$ cat src/rtl/rxbuf_pkg.sv
package rxbuf_pkg;

  localparam int DATA_W = 8;
  localparam int ERR_W  = 3;

  typedef struct packed {
    logic [ERR_W-1:0]  err;
    logic [DATA_W-1:0] data;
  } rx_entry_t;

  // saturate a value at a limit
  function automatic int unsigned cap_at(input int unsigned v, input int unsigned lim);
    return (v > lim) ? lim : v;
  endfunction

  // trigger actually compared against the fill count
  function automatic int unsigned eff_trigger(input int unsigned t, input int unsigned depth);
    return (t == 0) ? 1 : cap_at(t, depth);
  endfunction

  // mark at which the remote sender is told to pause
  function automatic int unsigned upper_mark(input int unsigned t, input int unsigned h,
                                             input int unsigned depth);
    return cap_at(t + h, depth);
  endfunction

  // mark at which the remote sender is told to resume
  function automatic int unsigned lower_mark(input int unsigned t, input int unsigned h,
                                             input int unsigned depth);
    return (t > h) ? cap_at(t - h, depth) : 0;
  endfunction

endpackage

$ cat src/rtl/rxbuf_store.sv
module rxbuf_store
  import rxbuf_pkg::*;
#(
  parameter  int DEPTH = 64,
  localparam int AW    = (DEPTH > 1) ? $clog2(DEPTH) : 1,
  localparam int CW    = $clog2(DEPTH + 1)
) (
  input  logic              clk,
  input  logic              rst_n,
  input  logic              single,
  input  logic              flush,
  input  logic              wr_req,
  input  rx_entry_t         wr_ent,
  input  logic              rd_req,
  input  logic              ovr_clr,
  output rx_entry_t         head_ent,
  output logic [DATA_W-1:0] last_data,
  output logic [CW-1:0]     count,
  output logic              wr_ok,
  output logic              rd_ok,
  output logic              drop,
  output logic              overrun
);

  rx_entry_t      mem [DEPTH];
  logic [AW-1:0]  wp, rp;
  logic           empty, full;

  function automatic logic [AW-1:0] bump(input logic [AW-1:0] p);
    return (p == AW'(DEPTH - 1)) ? '0 : p + 1'b1;
  endfunction

  assign empty = (count == '0);
  assign full  = single ? !empty : (count == CW'(DEPTH));
  assign wr_ok = wr_req && !full && !flush;
  assign rd_ok = rd_req && !empty && !flush;
  assign drop  = wr_req && full && !flush;

  always_ff @(posedge clk) begin
    if (wr_ok) mem[wp] <= wr_ent;
  end

  assign head_ent = mem[rp];

  always_ff @(posedge clk or negedge rst_n) begin
    if (!rst_n) begin
      wp    <= '0;
      rp    <= '0;
      count <= '0;
    end else if (flush) begin
      wp    <= '0;
      rp    <= '0;
      count <= '0;
    end else begin
      if (wr_ok) wp <= bump(wp);
      if (rd_ok) rp <= bump(rp);
      case ({wr_ok, rd_ok})
        2'b10:   count <= count + 1'b1;
        2'b01:   count <= count - 1'b1;
        default: count <= count;
      endcase
    end
  end

  always_ff @(posedge clk or negedge rst_n) begin
    if (!rst_n)     last_data <= '0;
    else if (rd_ok) last_data <= head_ent.data;
  end

  always_ff @(posedge clk or negedge rst_n) begin
    if (!rst_n)       overrun <= 1'b0;
    else if (drop)    overrun <= 1'b1;
    else if (ovr_clr) overrun <= 1'b0;
  end

endmodule

$ cat src/rtl/rxbuf_thresh.sv
module rxbuf_thresh
  import rxbuf_pkg::*;
#(
  parameter  int DEPTH = 64,
  parameter  int TW    = 7,
  localparam int CW    = $clog2(DEPTH + 1)
) (
  input  logic          clk,
  input  logic          rst_n,
  input  logic          buf_en,
  input  logic          afc_on,
  input  logic [TW-1:0] trig,
  input  logic [TW-1:0] hyst,
  input  logic [CW-1:0] count,
  output logic          irq,
  output logic          rts_n,
  output logic [CW-1:0] hi_thr,
  output logic [CW-1:0] lo_thr
);

  int unsigned cnt_u, trig_e, hi_u, lo_u;

  always_comb begin
    cnt_u  = 32'(count);
    trig_e = eff_trigger(32'(trig), DEPTH);
    hi_u   = upper_mark(32'(trig), 32'(hyst), DEPTH);
    lo_u   = lower_mark(32'(trig), 32'(hyst), DEPTH);
  end

  assign hi_thr = CW'(hi_u);
  assign lo_thr = CW'(lo_u);
  assign irq    = buf_en ? (cnt_u >= trig_e) : (cnt_u != 0);

  always_ff @(posedge clk or negedge rst_n) begin
    if (!rst_n)              rts_n <= 1'b0;
    else if (!afc_on)        rts_n <= 1'b0;
    else if (cnt_u >= hi_u)  rts_n <= 1'b1;
    else if (cnt_u <= lo_u)  rts_n <= 1'b0;
  end

endmodule

$ cat src/rtl/uart_rx_buffer.sv
module uart_rx_buffer
  import rxbuf_pkg::*;
#(
  parameter  int DEPTH = 64,
  parameter  int TW    = 7,
  localparam int CW    = $clog2(DEPTH + 1)
) (
  input  logic              clk,
  input  logic              rst_n,
  input  logic              fifo_en,
  input  logic [TW-1:0]     trig_lvl,
  input  logic [TW-1:0]     hyst_lvl,
  input  logic              afc_feat_en,
  input  logic              afc_sel,
  input  logic              ch_valid,
  input  logic [DATA_W-1:0] ch_data,
  input  logic [ERR_W-1:0]  ch_err,
  input  logic              rd_en,
  input  logic              stat_rd,
  output logic [DATA_W-1:0] rd_data,
  output logic [ERR_W+1:0]  line_flags,
  output logic [CW-1:0]     fill_cnt,
  output logic              rx_irq,
  output logic              rts_n
);

  // named internal events
  logic       en_q, flush, afc_on;
  logic       wr_ok, rd_ok, drop, overrun, ready;
  logic [CW-1:0] hi_thr, lo_thr;
  rx_entry_t  head_ent;
  logic [DATA_W-1:0] last_data;

  always_ff @(posedge clk or negedge rst_n) begin
    if (!rst_n) en_q <= 1'b0;
    else        en_q <= fifo_en;
  end

  assign flush  = en_q && !fifo_en;
  assign afc_on = afc_feat_en && afc_sel;

  rxbuf_store #(.DEPTH(DEPTH)) u_store (
    .clk       (clk),
    .rst_n     (rst_n),
    .single    (!fifo_en),
    .flush     (flush),
    .wr_req    (ch_valid),
    .wr_ent    ('{err: ch_err, data: ch_data}),
    .rd_req    (rd_en),
    .ovr_clr   (stat_rd),
    .head_ent  (head_ent),
    .last_data (last_data),
    .count     (fill_cnt),
    .wr_ok     (wr_ok),
    .rd_ok     (rd_ok),
    .drop      (drop),
    .overrun   (overrun)
  );

  rxbuf_thresh #(.DEPTH(DEPTH), .TW(TW)) u_thresh (
    .clk    (clk),
    .rst_n  (rst_n),
    .buf_en (fifo_en),
    .afc_on (afc_on),
    .trig   (trig_lvl),
    .hyst   (hyst_lvl),
    .count  (fill_cnt),
    .irq    (rx_irq),
    .rts_n  (rts_n),
    .hi_thr (hi_thr),
    .lo_thr (lo_thr)
  );

  assign ready      = (fill_cnt != '0);
  assign rd_data    = ready ? head_ent.data : last_data;
  assign line_flags = {overrun, (ready ? head_ent.err : '0), ready};

endmodule

$ cat config.mk
export PLATFORM = sky130hd
export DESIGN_NAME = uart_rx_buffer
export DESIGN_NICKNAME = d
export VERILOG_FILES = /design/src/rtl/rxbuf_pkg.sv /design/src/rtl/rxbuf_store.sv /design/src/rtl/rxbuf_thresh.sv /design/src/rtl/uart_rx_buffer.sv
export SDC_FILE = /design/constraint.sdc
export NUM_CORES = 1
export LEC_CHECK = 0
export BUFFER_PORTS_ARGS = -buffer_cell sky130_fd_sc_hd__buf_2
export CAP_MARGIN = 40
export CORE_MARGIN = 5
export CORE_UTILIZATION = 55
export CTS_CLUSTER_SIZE = 25
export DETAILED_ROUTE_END_ITERATION = 16
export GPL_TIMING_DRIVEN = 0
export MAX_ROUTING_LAYER = met4
export PLACE_DENSITY = 0.78
export SKIP_LAST_GASP = 1
export SLEW_MARGIN = 20
export SYNTH_ARGS = -nofsm -noshare
export SYNTH_HDL_FRONTEND = slang
export SYNTH_SLANG_ARGS = --single-unit
$ cat constraint.sdc
create_clock -name clk -period 10.5 [get_ports clk]
set_input_delay 2.1 -clock clk [delete_from_list [all_inputs] [get_ports clk]]
set_output_delay 2.1 -clock clk [all_outputs]
set_load 0.03 [all_outputs]
==> flow_summary.toml <==
[critical_path]
cp_max_fo = 10
crit_family = "buffers and inverters"
cp-endpoint = "rd_data[1]"
cp.required_ps = 8400
regToRegSetupSlack_ps = 6640
cpPeakStageDelay_ps = 720
crit_start = "u_store.rp[2]$_DFFE_PN0P_"
timing.rr.end = "u_store.count[6]$_DFFE_PN0P_"
crit_path_frequent_cell = "buf_2"
end_kind = "output port"
worstPathArrival_ps = 4170
path_depth = 8
worst_path_max_delay_cell = "nor2_1"
cp_cell_sequence = "buf_2 > nor2_1 > clkbuf_1 > a22oi_1 > a31oi_1 > mux2i_1 > o21ai_1 > buf_2"
ff2ff_path_depth = 12
rr_startpoint = "u_store.count[2]$_DFFE_PN0P_"
cp.buffers_inverters = 3
crit_path_start_kind = "flip-flop"
critPathKind = "reg2out"

[synthesis]
syn_nets = 1644
async_reset_ff_frac = 0.04087
synthDistinctLibCells = 66
synth_edf_count = 704
syn-mean-instance-area_um2 = 19.18
synth_ff_type = "edfxtp_1"
syn_inst = 1566
seq_area_frac_synth = 0.7287
yosys_warnings = 0
synth_area_um2 = 30040
ys_ff_latch = 734

[timing]
period_minus_slack_ps = 6267
final.setup.worst_slack_ps = 4233
max_slew.worst_pin.slew_ps = 921.3
fmax_ghz = 0.1596
setup_tns_ps = 0
rsz0062_at_grt = "no"
slew_viol_final = 0
setup_viol = 0
fin_skew_ps = 23.09
period_share = 0.5969
finalHoldViolations = 0
slew_headroom = 0.3858

[die]
die-area_um2 = 59390
rows = 85
fp.dieH_um = 243.7
start_util = 0.5571
coreArea_um2 = 53920
io-pin-count = 55
die_w_um = 243.7

[cells_and_area]
diodes = 0
fin_cells = 2532
drive_above_1_share = 0.2549
nets = 1855
multi_input_area_um2 = 7562
seq_area_um2 = 21890
syn2layout_area_growth_pct = 14.79
post-route-util = 0.6396
fillers = 3514

[run]
maxCapViolations = 0

[global_route]
grt_pass1_vias = 16720
antenna_found_initial = 0
grt_max_degree = 65
grtUsageTotal = 0.2687
overflow = 0
grt_pass1_wl_um = 113200

[worst_hold_path]
whs_path_depth = 2
hold_path.class = "reg2reg"

[cts]
ctsResizeCount = 0
htreeDepth = 3
clock_latency_ps = 620
cts_tree = "done"
cts_root_buffer = "clkbuf_16"
path_clk_slew_ps = 60
clockBufferDepth = 3
hold_buffers = 0
cts_buffers = 75
cts_sinks = 734
post_cts_buffers = 0

[placed_design]
place.gp.congestion = 0.9907
post-place-cells = 2393
io_buffers = 54
post-dp-hpwl_um = 52190
detailedPlace.worstSlack_ps = 4328

[power]
finalPower_uw = 8238
power.static_leakage_uw = 0.01136
ir_drop_uv = 181.0
powerDensity_nw_per_um2 = 238.9

[routing]
dr_total_vias = 16930
totalWireLength_um = 77740
viasPerCell = 6.686
detail_route.first_pass.iterations = 9
post-route-drc-count = 0
wl_per_cell_um = 30.70
final_antenna_net_count = 0
detail_route.iter0.violations = 2441

[run_status]
status = "finished clean"
-- tightest hold or removal path: stages (launching register included) --
cell and delay, ps:
dfrtp_1 340, nand2_1 50, o21ai_1 70
-- flip-flops by register name, indices dropped and copies added, names as in the netlist --
signal,cells
en_q,1
u_store.count,7
u_store.last_data,8
u_store.mem,704
u_store.overrun,1
u_store.rp,6
u_store.wp,6
u_thresh.rts_n,1
-- cells in the final DEF (no fill, tap or decap), types with 9 or more instances in the layout --
cell type and count:
ha_1 42, nand2b_1 11, a21o_1 9, clkinv_1 10, o21ai_1 23, clkbuf_16 79
buf_4 66, buf_6 22, nor3_1 13, nand3_1 19, o21a_1 11, nand2_1 60
edfxtp_1 704, o22ai_1 29, mux4_2 170, inv_1 23, nor2b_1 15, buf_2 67
buf_1 12, a22o_1 9, buf_12 9, clkbuf_1 47, xnor2_1 11, clkinv_2 9
a22oi_1 31, nor2_1 91, dfrtp_1 30, a221oi_1 10, a211oi_1 10, o21ai_0 20
mux2i_1 38, a21oi_1 17
-- power by group --
part,internal (µW),leakage (µW),switching (µW)
clock network,1620,0.00122,1110
logic,875,0.00342,1310
registers,3270,0.00672,56.0
-- synth_stat cells (3+ instances only) --
cell type	number	area [µm²]
a211oi_1	10	75.07
a21o_1	9	67.56
a21oi_1	17	85.08
a221oi_1	10	87.58
a22o_1	9	78.83
a22oi_1	31	232.7
a31o_2	3	26.28
a31oi_1	7	43.79
and2_1	4	25.02
and3_1	3	18.77
buf_1	12	45.04
buf_2	14	70.07
buf_4	9	67.56
buf_6	10	112.6
buf_8	6	90.09
clkbuf_1	30	112.6
dfrtp_1	30	750.7
edfxtp_1	704	21140
fa_1	3	60.06
ha_1	42	525.5
inv_1	23	86.33
mux2i_1	38	380.4
mux4_2	170	3829
nand2_1	60	225.2
nand2b_1	11	68.82
nand3_1	19	95.09
nand3b_1	6	45.04
nand4_1	5	31.28
nor2_1	91	341.6
nor2b_1	15	93.84
nor3_1	13	65.06
nor4_1	6	37.54
o211ai_1	5	37.54
o21a_1	11	82.58
o21ai_0	20	100.1
o21ai_1	23	115.1
o21bai_1	5	37.54
o22ai_1	29	181.4
or2_2	3	18.77
or4_1	6	45.04
xnor2_1	11	96.34
xor2_1	4	35.03
-- kinds of logic after synthesis --
family,share of synthesized area
compound gates,0.04794
fa+ha+maj,0.01949
flops,0.7287
xor+xnor,0.004373
mux,0.1401
buf+inv,0.01958
simple gates,0.03982
-- final cells by class --
| cell class | count | area share |
|---|---|---|
| Clock inverter | 34 | 0.01125 |
| Inverter | 24 | 0.002612 |
| Clock buffer | 102 | 0.06157 |
| Sequential cell | 734 | 0.6348 |
| Multi-Input combinational cell | 727 | 0.2193 |
| Tap cell | 696 | 0.02525 |
| Buffer | 81 | 0.01444 |
| Timing Repair Buffer | 134 | 0.03080 |
-- metal layers --
| layer | global-route usage | wire length (µm) |
|---|---|---|
| met1 | 0.3599 | 28320 |
| met2 | 0.4110 | 36970 |
| met3 | 0.06631 | 9554 |
| met4 | 0.09492 | 2884 |
| met5 | - | 0 |
-- how the worst min path moves through the flow --
stage	start	to	slack, ps
after floorplan	u_store.last_data[0]$_DFFE_PN0P_	u_store.last_data[0]$_DFFE_PN0P_	460
after global placement	u_store.last_data[7]$_DFFE_PN0P_	u_store.last_data[7]$_DFFE_PN0P_	470
after detailed placement	u_store.last_data[0]$_DFFE_PN0P_	u_store.last_data[0]$_DFFE_PN0P_	480
after CTS	u_store.last_data[0]$_DFFE_PN0P_	u_store.last_data[0]$_DFFE_PN0P_	500
after global routing	u_store.last_data[0]$_DFFE_PN0P_	u_store.last_data[0]$_DFFE_PN0P_	510
final	u_store.last_data[1]$_DFFE_PN0P_	u_store.last_data[1]$_DFFE_PN0P_	510
-- per-stage QoR --
| step | cell area [µm²] | hold slack [ps] |
|---|---|---|
| global route | 34490 | 506.8 |
| detailed placement | 31940 | 484.6 |
| global placement | 31180 | 468.2 |
| CTS | 34460 | 495.1 |
| floorplan | 30040 | 455.4 |
| finish | 34490 | 505.5 |
No activity file was read; power rests on OpenSTA's default activity.
